[config.mk]
export PLATFORM = sky130hd
export DESIGN_NAME = scrom_serial
export DESIGN_NICKNAME = d
export VERILOG_FILES = /design/src/rtl/scrom_pkg.sv /design/src/rtl/scrom_addr_ctr.sv /design/src/rtl/scrom_store.sv /design/src/rtl/scrom_cascade.sv /design/src/rtl/scrom_serial.sv
export SDC_FILE = /design/constraint.sdc
export NUM_CORES = 1
export LEC_CHECK = 0
export BUFFER_PORTS_ARGS = -buffer_cell sky130_fd_sc_hd__clkbuf_2
export CAP_MARGIN = 20
export CORE_ASPECT_RATIO = 0.5
export CORE_MARGIN = 1.5
export CORE_UTILIZATION = 45
export DETAILED_ROUTE_END_ITERATION = 6
export HOLD_SLACK_MARGIN = 0.08
export PLACE_DENSITY = 0.57
export REMOVE_ABC_BUFFERS = 1
export SLEW_MARGIN = 20
export SYNTH_ARGS = -nofsm -noshare
export SYNTH_HDL_FRONTEND = slang
export SYNTH_SLANG_ARGS = --single-unit
[constraint.sdc]
create_clock -name clk -period 5.6 [get_ports clk]
set_clock_uncertainty 0.1 [all_clocks]
set_input_delay 1.12 -clock clk [delete_from_list [all_inputs] [get_ports clk]]
set_output_delay 1.12 -clock clk [all_outputs]
set_load 0.005 [all_outputs]
[src/rtl/scrom_pkg.sv]
package scrom_pkg;

  typedef enum logic {
    POL_RST_LOW  = 1'b0,
    POL_RST_HIGH = 1'b1
  } rst_pol_e;

  localparam int unsigned INIT_PERIOD = 64;

  function automatic int unsigned std_capacity(input int sel);
    case (sel)
      0:       return 36288;
      1:       return 65536;
      2:       return 131072;
      default: return 262144;
    endcase
  endfunction

  function automatic int unsigned pick_depth(input int sel, input int ovr);
    return (ovr > 0) ? ovr : std_capacity(sel);
  endfunction

endpackage

[src/rtl/scrom_addr_ctr.sv]
module scrom_addr_ctr #(
  parameter int DEPTH = 64,
  parameter int AW    = 6
) (
  input  logic          clk,
  input  logic          rst_n,
  input  logic          clr,
  input  logic          adv_req,
  output logic [AW-1:0] addr_q,
  output logic [AW-1:0] addr_d,
  output logic          done_q
);

  localparam logic [AW-1:0] TC = AW'(DEPTH - 1);

  logic done_d;

  always_comb begin
    addr_d = addr_q;
    done_d = done_q;
    if (clr) begin
      addr_d = '0;
      done_d = 1'b0;
    end else if (adv_req && !done_q) begin
      if (addr_q == TC) begin
        done_d = 1'b1;
      end else begin
        addr_d = addr_q + AW'(1);
      end
    end
  end

  always_ff @(posedge clk or negedge rst_n) begin
    if (!rst_n) begin
      addr_q <= '0;
      done_q <= 1'b0;
    end else begin
      addr_q <= addr_d;
      done_q <= done_d;
    end
  end

  // reset level clears address and completion
  a_r1_clear_zero: assert property (@(posedge clk) disable iff (!rst_n)
    clr |=> (addr_q == '0) && !done_q);

  // no enable, no movement
  a_r3_hold_idle: assert property (@(posedge clk) disable iff (!rst_n)
    (!adv_req && !clr) |=> $stable(addr_q) && $stable(done_q));

  // one step per enabled edge below the last address
  a_r2_single_step: assert property (@(posedge clk) disable iff (!rst_n)
    (adv_req && !clr && !done_q && addr_q != TC) |=> addr_q == $past(addr_q) + AW'(1));

  // completion is sticky and freezes the address
  a_r4_sticky_done: assert property (@(posedge clk) disable iff (!rst_n)
    (done_q && !clr) |=> done_q && $stable(addr_q));

  // completion rises only from the last address
  a_r4_tc_origin: assert property (@(posedge clk) disable iff (!rst_n)
    $rose(done_q) |-> $past(addr_q) == TC);

endmodule

[src/rtl/scrom_store.sv]
module scrom_store #(
  parameter int          DEPTH     = 64,
  parameter int          AW        = 6,
  parameter logic [63:0] INIT_WORD = '0
) (
  input  logic          clk,
  input  logic          rst_n,
  input  logic          wr_en,
  input  logic [AW-1:0] wr_addr,
  input  logic          wr_bit,
  input  logic [AW-1:0] rd_addr,
  output logic          data_q
);

  logic [DEPTH-1:0] mem_q;
  logic             rd_bit;

  for (genvar i = 0; i < DEPTH; i++) begin : g_cell
    logic cell_q;
    always_ff @(posedge clk or negedge rst_n) begin
      if (!rst_n) begin
        cell_q <= INIT_WORD[i % scrom_pkg::INIT_PERIOD];
      end else if (wr_en && (wr_addr == AW'(i))) begin
        cell_q <= wr_bit;
      end
    end
    assign mem_q[i] = cell_q;
  end

  // forward a same-cycle write so the registered bit never goes stale
  always_comb begin
    if (wr_en && (wr_addr == rd_addr)) begin
      rd_bit = wr_bit;
    end else begin
      rd_bit = mem_q[rd_addr];
    end
  end

  always_ff @(posedge clk or negedge rst_n) begin
    if (!rst_n) begin
      data_q <= INIT_WORD[0];
    end else begin
      data_q <= rd_bit;
    end
  end

  // a write lands in the addressed cell
  a_r8_write_lands: assert property (@(posedge clk) disable iff (!rst_n)
    wr_en |=> mem_q[$past(wr_addr)] == $past(wr_bit));

endmodule

[src/rtl/scrom_cascade.sv]
module scrom_cascade (
  input  logic ce_act,
  input  logic oe_act,
  input  logic done_q,
  output logic data_en,
  output logic ceo_n
);

  always_comb begin
    data_en = ce_act && oe_act && !done_q;
    ceo_n   = !(ce_act && oe_act && done_q);
  end

endmodule

[src/rtl/scrom_serial.sv]
module scrom_serial import scrom_pkg::*; #(
  parameter int          CAP_SEL   = 0,
  parameter int          DEPTH_OVR = 64,
  parameter logic [63:0] INIT_WORD = 64'h9E37_79B9_7F4A_7C15,
  parameter rst_pol_e    RST_POL   = POL_RST_HIGH,
  localparam int         DEPTH     = pick_depth(CAP_SEL, DEPTH_OVR),
  localparam int         AW        = (DEPTH > 1) ? $clog2(DEPTH) : 1
) (
  input  logic          clk,
  input  logic          rst_n,
  input  logic          ce_n,
  input  logic          rst_oe,
  input  logic          wr_en,
  input  logic [AW-1:0] wr_addr,
  input  logic          wr_bit,
  output logic          data_out,
  output logic          data_en,
  output logic          ceo_n
);

  logic          rst_meta_q;
  logic          rst_sync_n;
  logic          ce_act;
  logic          oe_act;
  logic          done_q;
  logic [AW-1:0] addr_q;
  logic [AW-1:0] addr_d;

  // asynchronous assert, synchronous release
  always_ff @(posedge clk or negedge rst_n) begin
    if (!rst_n) begin
      rst_meta_q <= 1'b0;
      rst_sync_n <= 1'b0;
    end else begin
      rst_meta_q <= 1'b1;
      rst_sync_n <= rst_meta_q;
    end
  end

  if (RST_POL == POL_RST_HIGH) begin : g_pol_high
    assign oe_act = !rst_oe;
  end else begin : g_pol_low
    assign oe_act = rst_oe;
  end

  assign ce_act = !ce_n;

  scrom_addr_ctr #(.DEPTH(DEPTH), .AW(AW)) u_ctr (
    .clk     (clk),
    .rst_n   (rst_sync_n),
    .clr     (!oe_act),
    .adv_req (ce_act && oe_act),
    .addr_q  (addr_q),
    .addr_d  (addr_d),
    .done_q  (done_q)
  );

  scrom_store #(.DEPTH(DEPTH), .AW(AW), .INIT_WORD(INIT_WORD)) u_store (
    .clk     (clk),
    .rst_n   (rst_sync_n),
    .wr_en   (wr_en),
    .wr_addr (wr_addr),
    .wr_bit  (wr_bit),
    .rd_addr (addr_d),
    .data_q  (data_out)
  );

  scrom_cascade u_casc (
    .ce_act  (ce_act),
    .oe_act  (oe_act),
    .done_q  (done_q),
    .data_en (data_en),
    .ceo_n   (ceo_n)
  );

  // cascade output may only be low when this device has been read out
  a_r5_ceo_needs_done: assert property (@(posedge clk) disable iff (!rst_sync_n)
    !ceo_n |-> done_q);

endmodule

==> Yosys cells after proc, flatten, opt, wreduce, memory -nomap -nowiden <==
Index checks and enable logic that the tools add are counted.
{ "classes": {"n_addsub": 1, "n_lt_le_gt_ge": 1, "n_eq_ne": 65, "n_mux": 9, "reduce_logical": 76} }
{ "ops": {"columns": ["operator", "n"], "rows": [
  ["$eq 6x6->1 const B", 33],
  ["$eq 6x5->1 const B", 16],
  ["$logic_and 1x1->1", 68],
  ["$eq 6x4->1 const B", 8],
  ["$eq 6x3->1 const B", 4],
  ["$mux 6", 3],
  ["$eq 6x2->1 const B", 2],
  ["$lt 6x7->1 const B", 1],
  ["$add 6x1->6 const B", 1],
  ["$bmux 1 s6", 1],
  ["$eq 6x1->1 const B", 1],
  ["$eq 6x6->1", 1],
  ["$logic_not 6->1", 1],
  ["$mux 1", 5],
  ["$logic_not 1->1", 4],
  ["$reduce_bool 2->1", 2],
  ["$reduce_and 2->1", 1]
]} }
{ "word_totals": {"register_bits": 74, "inputBits": 12, "output_inout_bits": 3, "word_cells": 221} }

==> Longest topological paths before layout <==
Gate-level depths: netlist (run 1).
{ "logic_depth": {"word_depth": 8, "mapped_depth": 12} }

==> Modules after synthesis <==
From an unflattened synthesis (run 1), not the netlist that was laid out.
{ "hier_totals": {"hier_cells": 398, "hier_area_um2": 3873.7} }
{ "modules_own_cells": {"columns": ["module", "instances", "cells_each", "area_each_um2"], "rows": [
  ["scrom_store", 1, 351, 3412.0],
  ["scrom_addr_ctr", 1, 39, 382.9],
  ["scrom_serial", 1, 6, 65.1],
  ["scrom_cascade", 1, 2, 13.8]
]} }

==> Least setup slack after synthesis (run 1) <==
Ideal clock, no wire load.
{ "synth_timing": {"path_type": "input -> register", "startpoint": "input ce_n", "endpoint": "register u_store.data_q", "arrival_time_ns": 3.036, "required_time_ns": 5.425, "path_slack_ns": 2.390, "stages": 9, "path_buffers": 0, "path_cell_list": "nor3b_1 mux2i_4 a21o_4 inv_4 mux4_2 a21o_1 a31o_1 a211o_1 o211ai_2"} }
{ "synth_between": {"elab_chain_cells": 8, "word_cells_on_any_way": 10, "cone_classes": "eq/ne: 1; mux: 5; reduce/logical: 4"} }
{ "synth_lines": {"columns": ["element", "line", "text"], "rows": [
  ["start: declaration", "scrom_serial.sv:11", "input logic ce_n,"],
  ["$logic_not 1->1 (*)", "scrom_serial.sv:46", "assign ce_act = !ce_n;"],
  ["$logic_and 1x1->1 (*)", "scrom_serial.sv:52", ".adv_req (ce_act && oe_act),"],
  ["$logic_and 1x1->1 (*)", "scrom_addr_ctr.sv:24", "end else if (adv_req && !done_q) begin"],
  ["$mux 6 (*)", "scrom_addr_ctr.sv:24", null],
  ["$mux 6 (*)", "scrom_addr_ctr.sv:21", "if (clr) begin"],
  ["$bmux 1 s6 / $eq 6x6->1 (equally long branches)", "scrom_store.sv:35, scrom_store.sv:32", null],
  ["$mux 1 (not written as such) / $logic_and 1x1->1 (equally long branches)", "scrom_store.sv:35, scrom_store.sv:32", null],
  ["$mux 1 (*)", "scrom_store.sv:32", "if (wr_en && (wr_addr == rd_addr)) begin"],
  ["named net u_store.rd_bit", "scrom_store.sv:16", "logic rd_bit;"],
  ["end signal: assignment", "scrom_store.sv:41", "data_q <= INIT_WORD[0];"],
  ["end signal: assignment", "scrom_store.sv:43", "data_q <= rd_bit;"],
  ["end: declaration", "scrom_store.sv:12", "output logic data_q"]
]} }
Mark *: on every way through the listed nets, which the timed path passes. The rest lies on a longest branch. The select of a mux whose other input is x is not followed.
A chain may end at the register's enable or synchronous reset.

==> Worst setup path in the final report (run 1) <==
{ "layout_timing": {"startpoint": "input ce_n", "endpoint": "register u_store.data_q"} }
{ "layout_between": {"elab_chain_cells": 8, "word_cells_on_any_way": 10, "cone_classes": "eq/ne: 1; mux: 5; reduce/logical: 4"} }
{ "layout_lines": {"columns": ["element", "line", "text"], "rows": [
  ["$logic_not 1->1 (*)", "scrom_serial.sv:46", null],
  ["$logic_and 1x1->1 (*)", "scrom_serial.sv:52", null],
  ["$logic_and 1x1->1 (*)", "scrom_addr_ctr.sv:24", null],
  ["$mux 6 (*)", "scrom_addr_ctr.sv:24", null],
  ["$mux 6 (*)", "scrom_addr_ctr.sv:21", null],
  ["named net addr_d[0]", "scrom_serial.sv:27", "logic [AW-1:0] addr_d;"],
  ["$bmux 1 s6 / $eq 6x6->1 (equally long branches)", "scrom_store.sv:35, scrom_store.sv:32", null],
  ["$mux 1 (not written as such) / $logic_and 1x1->1 (equally long branches)", "scrom_store.sv:35, scrom_store.sv:32", null],
  ["$mux 1 (*)", "scrom_store.sv:32", null],
  ["named net u_store.rd_bit", "scrom_store.sv:16", null]
]} }
Marked as above.

==> flow_summary.toml, run 1 <==
[status]
status = "complete, no violations"

[routing]
viasPerCell = 5.96
wl_per_cell_um = 20.1
drt_iter0_markers = 240
ant_nets = 0
vias = 3134
firstDrtPassIters = 5
drc = 0
routed_wl_um = 10600

[layout]
layout-drive-gt1-share_pct = 37.4
fin_nets = 417
fillers = 793
synthToLayoutAreaGrowth_pct = 10.2
diodes = 0

[synthesis]
ys_seq_elements = 74
syn_area_um2 = 4220
synthSimpleGateAreaFrac_pct = 17.2
yosysWarningCount = 0
synthArstFlopShare_pct = 100
synth_top_family_by_area = "multiplexers"
yosysSeqAreaShare_pct = 45.1
syn_area_per_cell_um2 = 10.5
syn_inst = 403
synth_compound_area_share_pct = 8.43
muxShareOfSynthArea_pct = 24.1
synth.distinct_cells = 60
synth-xor-area-share_pct = 1.25
synth_ff_type = "dfstp_2"
synth-edff-count = 0
synthAdderAreaFrac_pct = 0.297

[timing]
finalHoldViolations = 0
post-route-min-period_ns = 3.56
fin_crit_sh_pct = 63.5
setup-violations-final = 0
rsz0062_at_grt = "false"
finalSetupTns_ns = 0
worst_pin_slew_ns = 1.04
fmaxAchievable_ghz = 0.281
slew_headroom_pct = 30.6
slew_violations = 0

[cts]
clkSinkCount = 74
cts_tree = "yes"
h-tree-depth = 3
cts_buffers = 9
cts_root_buf = "clkbuf_16"
post_cts.repair.setup_buffers = 0
cts_resized = 0
ctsHoldBuffers = 0
cts.clk_slew.worst_paths_ns = 0.06
clkLatencyLatePin_ns = 0.34
clockBufferDepth = 2

[floorplan]
core_um2 = 8890
die_x_um = 140
start_util_pct = 47.4
die-area_um2 = 9990
num_rows = 24
io_pins = 15
die_h_um = 71.4

[pwr]
peakVddDrop_v = 0.000150
powerDensity_nw_per_um2 = 326
p_leak_nw = 1.88
p_total_w = 0.00151

[critical_path]
worstPathMaxFanout = 16
r2r_start = "u_ctr.addr_q[1]$_DFF_PN0_"
r2r_cells = 9
r2r-end = "u_store.data_q$_DFF_PN1_"
crit_required_ns = 5.77
crit_type = "input port to register"
critical_path.endpoint = "u_store.data_q$_DFF_PN1_"
arrival_ns = 3.72
startpoint = "ce_n"
startpoint_type = "input port"
end_kind = "register"
rrSetupSlack_ns = 2.29

[global_routing]
grt.overflow.total = 0
grt_pass1_vias = 3043
use_met3_pct = 5.35
grt_use_met1_pct = 34.5
grt_pass1_wl_um = 17100
busiest_layer = "met1"
track_usage_pct = 22.9
globalRouteMet2Util_pct = 32.4
antenna_found_initial = 0
grt_max_degree = 73

[job]
max-cap-violations = 0

[placement]
place_congestion = 0.935
hpwl_um = 7380
port_buffers = 14

[hold_path]
min_from = "rst_meta_q$_DFF_PN0_"
min-delay-path-class = "register to register"
## cell type report
| type | instances | area (um^2) | share of cell area [%] |
|---|---|---|---|
| inverters | 8 | 32.5 | 0.700 |
| clock buffers | 9 | 225 | 4.85 |
| repair buffers | 15 | 77.6 | 1.67 |
| flip-flops and latches | 74 | 1900 | 40.9 |
| well taps | 117 | 146 | 3.15 |
| multi-input cells | 296 | 2170 | 46.7 |
| clock inverters | 7 | 92.6 | 1.99 |
## worst min-delay path by stage
stage | to | cells past startpoint
detailed placement | rst_sync_n$_DFF_PN0_ | 0
global route | rst_sync_n$_DFF_PN0_ | 0
global placement | rst_sync_n$_DFF_PN0_ | 0
floorplan | rst_sync_n$_DFF_PN0_ | 0
CTS | rst_sync_n$_DFF_PN0_ | 0
finish | rst_sync_n$_DFF_PN0_ | 0
## per-stage QoR
stage	hold slack, ns	util, %	instances	cell area (um^2)	worst slack [ns]
final	0.255	52.3	526	4650	2.04
after global routing	0.260	52.3	526	4650	1.87
after CTS	0.257	52.3	526	4650	2.11
after detailed placement	0.244	48.7	510	4330	1.78
after global placement	0.240	48.7	510	4330	1.89
after floorplan	0.231	-	378	4100	2.31
## Yosys cell counts, types with 2 or more instances
cell,instances,area (um^2)
mux2_2,64,721
nand2_1,59,221
dfstp_2,39,1020
dfrtp_1,35,876
nor2_1,33,124
mux2i_1,25,250
clkbuf_1,19,71.3
nand3_1,15,75.1
and3_1,10,62.6
nor3_1,8,40.0
a21oi_1,5,25.0
a31oi_1,5,31.3
inv_1,5,18.8
or2_2,5,31.3
xnor2_1,5,43.8
a211oi_1,4,30.0
nor4_1,4,25.0
o21ai_0,4,20.0
buf_2,3,15.0
nand2b_1,3,18.8
nand4_1,3,18.8
nor3b_1,3,22.5
o221ai_1,3,26.3
a211o_1,2,17.5
a221oi_1,2,17.5
a311oi_1,2,17.5
buf_6,2,22.5
clkinv_1,2,7.51
nand4bb_1,2,22.5
o22ai_1,2,12.5
## critical path, stage by stage
cell	delay, ns
clkbuf_2	0.15
or2_4	0.28
o2bb2ai_1	0.15
o21ai_2	0.62
clkinv_1	0.50
mux2i_1	0.35
a311oi_1	0.14
a211o_1	0.33
o211ai_2	0.06
## logic make-up (layout without fill, tap and decap cells)
family,Yosys count,in the layout
and+or+nand+nor,153,153
muxes,91,91
DFF,74,74
AOI/OAI and AO/OA,44,44
buffers and inverters,33,39
xor gates and xnor gates,6,6
adders and majority gates,1,1
other,1,1
## registers in the layout, indices dropped and copies added, names as in the netlist
name                   flops
u_store.g_cell.cell_q     64
u_ctr.addr_q               6
rst_meta_q                 1
rst_sync_n                 1
u_ctr.done_q               1
u_store.data_q             1
## where the power goes
group,total [W],internal (W),switching [W]
sequential,0.000674,0.000628,0.0000457
combinational,0.000222,0.000101,0.000121
clock,0.000617,0.000390,0.000228
total,0.00151,0.00112,0.000395
## cells in the final DEF (no fill, tap or decap), types with 8 or more instances in the layout
master	netlist	final
mux2_2	64	64
nand2_1	59	59
dfstp_2	39	39
dfrtp_1	35	34
nor2_1	33	33
mux2i_1	25	25
nand3_1	15	15
clkbuf_2	0	13
and3_1	10	10
clkbuf_16	0	9
nor3_1	8	8
## metal layers
metal  up-vias  wire (um)
met2        95       4370
met4         0        190
met3        20        638
met1      1569       5360
met5         -          0
li1       1450          -
Note: power is estimated with default switching activity, not from simulation.
==> inputs of run 2 (changes only) <==
--- a/config.mk
+++ b/config.mk
@@ -5,6 +5,7 @@
 export SDC_FILE = /design/constraint.sdc
 export NUM_CORES = 1
 export LEC_CHECK = 0
+export ABC_AREA = 1
 export BUFFER_PORTS_ARGS = -buffer_cell sky130_fd_sc_hd__clkbuf_2
 export CAP_MARGIN = 20
 export CORE_ASPECT_RATIO = 0.5
==> constraint.sdc (replaced) <==
create_clock -name clk -period 3.4 [get_ports clk]
set_clock_uncertainty 0.1 [all_clocks]
set_input_delay 0.68 -clock clk [delete_from_list [all_inputs] [get_ports clk]]
set_output_delay 0.68 -clock clk [all_outputs]
set_load 0.005 [all_outputs]
==> run 2 against run 1 <==
Against the previous run:
- combinational power is 140% higher
- sequential power is 78% higher
- synthesized area is 0.50% higher
- clock-buffer cell count is 2 higher
- critical path depth is 8 higher
- non-clock buffer count is 9 higher
- final cell count is 26% higher
==> flow_summary.toml, run 2 <==
[status]
status = "complete, no violations"

[cts]
clkLatencyLatePin_ns = 0.34
clockBufferDepth = 2
cts_tree = "yes"
h-tree-depth = 3
cts.clk_slew.worst_paths_ns = 0.06
cts_root_buf = "clkbuf_16"
cts_buffers = 9
clkSinkCount = 74
cts_resized = 0

[placement]
hpwl_um = 7510
placed_area_um2 = 4370
port_buffers = 14
place_congestion = 0.918

[synthesis]
syn_area_per_cell_um2 = 7.86
ys_seq_elements = 74
synthArstFlopShare_pct = 100
yosysWarningCount = 0
yosys-top-cells-area = "dfstp_2 24%, dfrtp_1 21%, a31oi_1 8.6%"
syn_inst = 539
synth_ff_type = "dfstp_2"
synth_top_area_share_pct = 24.2
synth-edff-count = 0
yosysMostFrequentCell = "nand2_1"
yosysTopAreaCell = "dfstp_2"
yosysSeqAreaShare_pct = 44.9
synth.top_cells.by_count = "88 x nand2_1, 78 x inv_1, 58 x a21oi_1, 58 x a31oi_1, 55 x nand3_1"
synth.distinct_cells = 33
syn_area_um2 = 4240

[routing]
drt_iter0_markers = 385
viasPerCell = 5.61
vias = 3723
drc = 0
firstDrtPassIters = 5
routed_wl_um = 11400
ant_nets = 0
wl_per_cell_um = 17.1

[global_routing]
antenna_found_initial = 0
globalRouteMet2Util_pct = 36.6
track_usage_pct = 24.4
grt_max_degree = 59
grt.overflow.total = 0
grt_use_met1_pct = 35.6
grt_pass1_vias = 3479
use_met3_pct = 5.88
busiest_layer = "met2"
grt_pass1_wl_um = 18600

[job]
max-cap-violations = 0

[pwr]
peakVddDrop_v = 0.000297
pwr-share-clk_pct = 40.5
swShare_pct = 27.7
p_comb_share_pct = 18.5
p_total_w = 0.00292
pwr-share-seq_pct = 41.0
p_leak_nw = 2.19
power_switching_w = 0.000809
internal_power_w = 0.00211
powerDensity_nw_per_um2 = 614

[critical_path]
crit_chain = "ha_1, nand2_2, nor2_4, nand2_4, nand2_4, nand2_4, nand3_2, buf_4, nand2_1, nand3_1, nand3_1, nand3_1, nand3_1, nand3_1, nand2_1, nand2_1, nand2_1"
crit_required_ns = 3.57
rrSetupSlack_ns = 0.64
crit_type = "register to register"
arrival_ns = 2.93
worstPathMaxFanout = 38
end_kind = "register"
slowest_stage = "dfrtp_1"
critPathMostFrequentCell = "nand3_1"
slowest_delay_ns = 0.50
startpoint_type = "register"
cp_num_buf_inv = 1
cp_top_family = "simple AND/OR/NAND/NOR gates"

[layout]
diodes = 0
design_area_um2 = 4750
fin_nets = 555
top_register = "u_store.g_cell.cell_q"
largest_reg_flops = 64
layout_common_cells = "88 x nand2_1, 78 x inv_1, 58 x a21oi_1, 58 x a31oi_1, 55 x nand3_1"
synthToLayoutAreaGrowth_pct = 12.1
final_util_pct = 53.2
layout-drive-gt1-share_pct = 18.8
final_common_cell = "nand2_1"
reg_top3 = "u_store.g_cell.cell_q: 64 flops, u_ctr.addr_q: 6 flops"

[timing]
setup-violations-final = 0
finalSetupTns_ns = 0
fmaxAchievable_ghz = 0.362
slew_headroom_pct = 49.9
fin_crit_sh_pct = 81.2
post-route-min-period_ns = 2.76
slew_violations = 0
worst_pin_slew_ns = 0.752
finalHoldViolations = 0
rsz0062_at_grt = "false"

[floorplan]
num_rows = 24
start_util_pct = 47.5
die_h_um = 71.6
die-area_um2 = 10000
die_x_um = 140
io_pins = 15
core_um2 = 8920

[hold_path]
min-delay-path-class = "register to async pin"
## run 2: changes by cell type after synthesis, sizes merged, moves of 11 or more
cell   previous run  this run
a31oi             5        58
and3             11         0
nand4             3        22
nand2            59        97
mux2i            26         1
nand3            15        58
inv               6        83
a21oi             5        58
mux2             64         0
## run 2: per-layer routing
layer,wire (um),vias to the layer above
met5,0,-
li1,-,1835
met2,4730,131
met4,104,0
met1,5750,1745
met3,803,12
## run 2: power by group through the flow
stage	clock network, W	logic (W)	registers, W
3_3_place_gp	0	0.000532	0.00120
2_1_floorplan	0	0.000390	0.00119
3_5_place_dp	0	0.000534	0.00121
4_1_cts	0.00119	0.000538	0.00120
5_1_grt	0.00123	0.000620	0.00122
6_report	0.00118	0.000539	0.00120
## run 2: repair_timing
action | CTS | global route
hold buffers | 1 | 0
hold endpoints to repair | 2 | 0
buffers inserted | 0 | 0
## run 2: worst paths after layout
path | from | end | cells after the start
setup reg to reg | u_ctr.addr_q[0]$_DFF_PN0_ | u_store.data_q$_DFF_PN1_ | 17
hold reg to reg | rst_sync_n$_DFF_PN0_ | u_store.g_cell[56].cell_q$_DFFE_PN0P_ | 0
min in group clk | rst_meta_q$_DFF_PN0_ | rst_sync_n$_DFF_PN0_ | 0
max in group asynchronous | rst_sync_n$_DFF_PN0_ | u_ctr.addr_q[4]$_DFF_PN0_ | 1
setup / recovery | u_ctr.addr_q[0]$_DFF_PN0_ | u_store.data_q$_DFF_PN1_ | 17
hold / removal | rst_sync_n$_DFF_PN0_ | u_store.g_cell[56].cell_q$_DFFE_PN0P_ | 0
## run 2: through the flow
stage	worst slack (ns)	instances	hold slack (ns)
final	0.640	664	0.0895
after detailed placement	0.590	647	0.108
after CTS	0.707	664	0.110
after floorplan	0.460	507	0.231
after global routing	0.399	664	0.131
after global placement	0.615	647	0.0949
## run 2: final cells by class
class	count	area, um^2
Fill cell	852	4170
Clock inverter	5	125
Inverter	83	314
Sequential cell	74	1900
Clock buffer	11	243
Multi-Input combinational cell	350	1870
Timing Repair Buffer	24	148
Tap cell	117	146
## run 2: cells by family (layout without fill, tap and decap cells)
logic type / count (synthesis) / in the layout / share of synthesized area [%]
adder cells (fa/ha/maj): 1 / 1 / 0.295
other: 1 / 1 / 0.0885
flip-flops: 74 / 74 / 44.9
multiplexers: 1 / 1 / 0.236
buffers and inverters: 115 / 123 / 11.3
AND/OR/NAND/NOR: 210 / 210 / 24.6
XOR/XNOR: 6 / 6 / 1.24
AO/OA/AOI/OAI: 131 / 131 / 17.4
## run 2: worst register-to-register path: stages, from the launching register on
cell and delay [ns]:
dfrtp_1 0.50, ha_1 0.23, nand2_2 0.08, nor2_4 0.13, nand2_4 0.09, nand2_4 0.10, nand2_4 0.18, nand3_2 0.11
buf_4 0.36, nand2_1 0.12, nand3_1 0.16, nand3_1 0.11, nand3_1 0.13, nand3_1 0.09, nand3_1 0.08, nand2_1 0.05
nand2_1 0.05, nand2_1 0.05
==> inputs of run 3 (changes only) <==
==> constraint.sdc (replaced) <==
create_clock -name clk -period 2.8 [get_ports clk]
set_clock_uncertainty 0.1 [all_clocks]
set_input_delay 0.56 -clock clk [delete_from_list [all_inputs] [get_ports clk]]
set_output_delay 0.56 -clock clk [all_outputs]
set_load 0.005 [all_outputs]
==> run 3 against run 2 <==
Against the previous run:
- total power up 13%
- utilization down 0.14 points
- fmax up 7.1%
- hold slack better by 0.094 ns
- largest power group unchanged
- cell area down 0.26%
- critical path type unchanged
- clock power about the same
- non-clock buffer count up 4
- routed wire length up 3.1%
==> flow_summary.toml, run 3 (synthesis results as in run 2) <==
[routing]
drc = 0
viasPerCell = 5.59
firstDrtPassIters = 5
ant_nets = 0
drt_iter0_markers = 388
routed_wl_um = 11700
wl_per_cell_um = 17.6
vias = 3737

[global_routing]
grt_pass1_wl_um = 19100
grt_pass1_vias = 3404
antenna_found_initial = 0
grt.overflow.total = 0
track_usage_pct = 25.2
grt_max_degree = 59

[critical_path]
r2r_cells = 16
r2r_start = "u_ctr.addr_q[0]$_DFF_PN0_"
arrival_ns = 2.75
r2r-end = "u_store.data_q$_DFF_PN1_"
crit_type = "register to register"
end_kind = "register"
worstPathMaxFanout = 17
rrSetupSlack_ns = 0.22
crit_required_ns = 2.97
startpoint_type = "register"

[timing]
worst_pin_slew_ns = 0.624
fmaxAchievable_ghz = 0.388
slew_violations = 0
setup_slack_ns = 0.223
rsz0062_at_grt = "false"
setup-violations-final = 0
fin_crit_sh_pct = 92.0
finalHoldViolations = 0
slew_headroom_pct = 58.4
finalSetupTns_ns = 0
post-route-min-period_ns = 2.58

[layout]
largest_reg_flops = 64
multiInputGateArea_um2 = 1870
layout_common_cells = "88 x nand2_1, 78 x inv_1, 58 x a21oi_1, 58 x a31oi_1, 55 x nand3_1"
fin_nets = 559
final_common_cell = "nand2_1"
fillers = 890
diodes = 0
ff_latch_area_um2 = 1900
synthToLayoutAreaGrowth_pct = 11.8
final_util_pct = 53.1
layout-drive-gt1-share_pct = 19.4
top_register = "u_store.g_cell.cell_q"
reg_top3 = "u_store.g_cell.cell_q: 64 flops, u_ctr.addr_q: 6 flops"
layout.cells.non_filler = 668

[pwr]
powerDensity_nw_per_um2 = 694
p_total_w = 0.00329
swShare_pct = 31.0
power_switching_w = 0.00102
p_comb_share_pct = 20.3
p_leak_nw = 2.18
pwr-share-seq_pct = 44.3
peakVddDrop_v = 0.000299
pwr-share-clk_pct = 35.3
internal_power_w = 0.00227

[status]
status = "complete, no violations"

[floorplan]
die_h_um = 71.6
io_pins = 15
num_rows = 24
die_x_um = 140
start_util_pct = 47.5
die-area_um2 = 10000
core_um2 = 8920

[cts]
cts_root_buf = "clkbuf_16"
post_cts.repair.setup_buffers = 0
cts_tree = "yes"
clockBufferDepth = 2
ctsHoldBuffers = 1
cts_resized = 0
cts_buffers = 9
h-tree-depth = 3
clkLatencyLatePin_ns = 0.34
cts.clk_slew.worst_paths_ns = 0.06
clkSinkCount = 74

[job]
max-cap-violations = 0

[placement]
place_congestion = 0.878
pre_cts_ws_ns = 0.278
port_buffers = 14
dp_cells = 651
hpwl_um = 7850

[hold_path]
min-delay-path-class = "register to async pin"
==> run 3: cell types whose count changed in the layout (fill, tap and decap cells not counted), moves of 2 or more <==
cell	before	now
clkinvlp_4	0	2
bufinv_16	4	0
buf_4	9	11
buf_12	0	2
==> run 3: worst max path at each step <==
stage                                         start                               endpoint  slack, ns  cells past startpoint
after detailed placement  u_ctr.addr_q[0]$_DFF_PN0_               u_store.data_q$_DFF_PN1_       0.28                     16
final                     u_ctr.addr_q[0]$_DFF_PN0_               u_store.data_q$_DFF_PN1_       0.22                     16
after global placement    u_ctr.addr_q[0]$_DFF_PN0_               u_store.data_q$_DFF_PN1_       0.26                     16
after floorplan                          wr_addr[5]  u_store.g_cell[63].cell_q$_DFFE_PN1P_      -0.02                      5
after CTS                 u_ctr.addr_q[0]$_DFF_PN0_               u_store.data_q$_DFF_PN1_       0.25                     16
after global routing      u_ctr.addr_q[0]$_DFF_PN0_               u_store.data_q$_DFF_PN1_       0.01                     16
==> run 3: cell type report <==
cell class / count / share of cell area [%]
clock inverters: 4 / 0.687
flip-flops and latches: 74 / 40.2
clock buffers: 12 / 5.65
repair buffers: 28 / 4.28
multi-input cells: 350 / 39.5
well taps: 117 / 3.09
inverters: 83 / 6.63
==> run 3: power by group through the flow <==
| stage | clock network, W | registers (W) | logic (W) |
|---|---|---|---|
| finish | 0.00116 | 0.00146 | 0.000668 |
| global placement | 0 | 0.00147 | 0.000663 |
| global route | 0.00121 | 0.00148 | 0.000760 |
| detailed placement | 0 | 0.00147 | 0.000663 |
| floorplan | 0 | 0.00144 | 0.000473 |
| CTS | 0.00118 | 0.00146 | 0.000665 |
==> run 3: per-stage QoR <==
step,instance area [um^2],hold WS [ns]
after floorplan,4070,0.164
after global placement,4430,0.185
after detailed placement,4430,0.195
after CTS,4740,0.200
after global routing,4740,0.234
final,4740,0.183
==> run 3: worst max-delay path, stage by stage, from the launching register on <==
cell	delay (ns)
dfrtp_1	0.48
ha_1	0.24
nand2_2	0.08
nor2_4	0.13
nand2_4	0.09
nand2_4	0.10
inv_4	0.06
nand2_4	0.06
nand3_2	0.32
nand3_1	0.33
nand3_1	0.10
nand3_1	0.11
nand3_1	0.08
nand3_1	0.08
nand2_1	0.05
nand2_1	0.05
nand2_1	0.04
==> run 3: routing by layer <==
layer	global-route usage (%)	wire, um	vias to the layer above
met1	39.6	6100	1760
met2	35.4	4810	124
met4	5.61	100	0
met3	4.95	720	12
met5	0	0	-
li1	-	-	1841
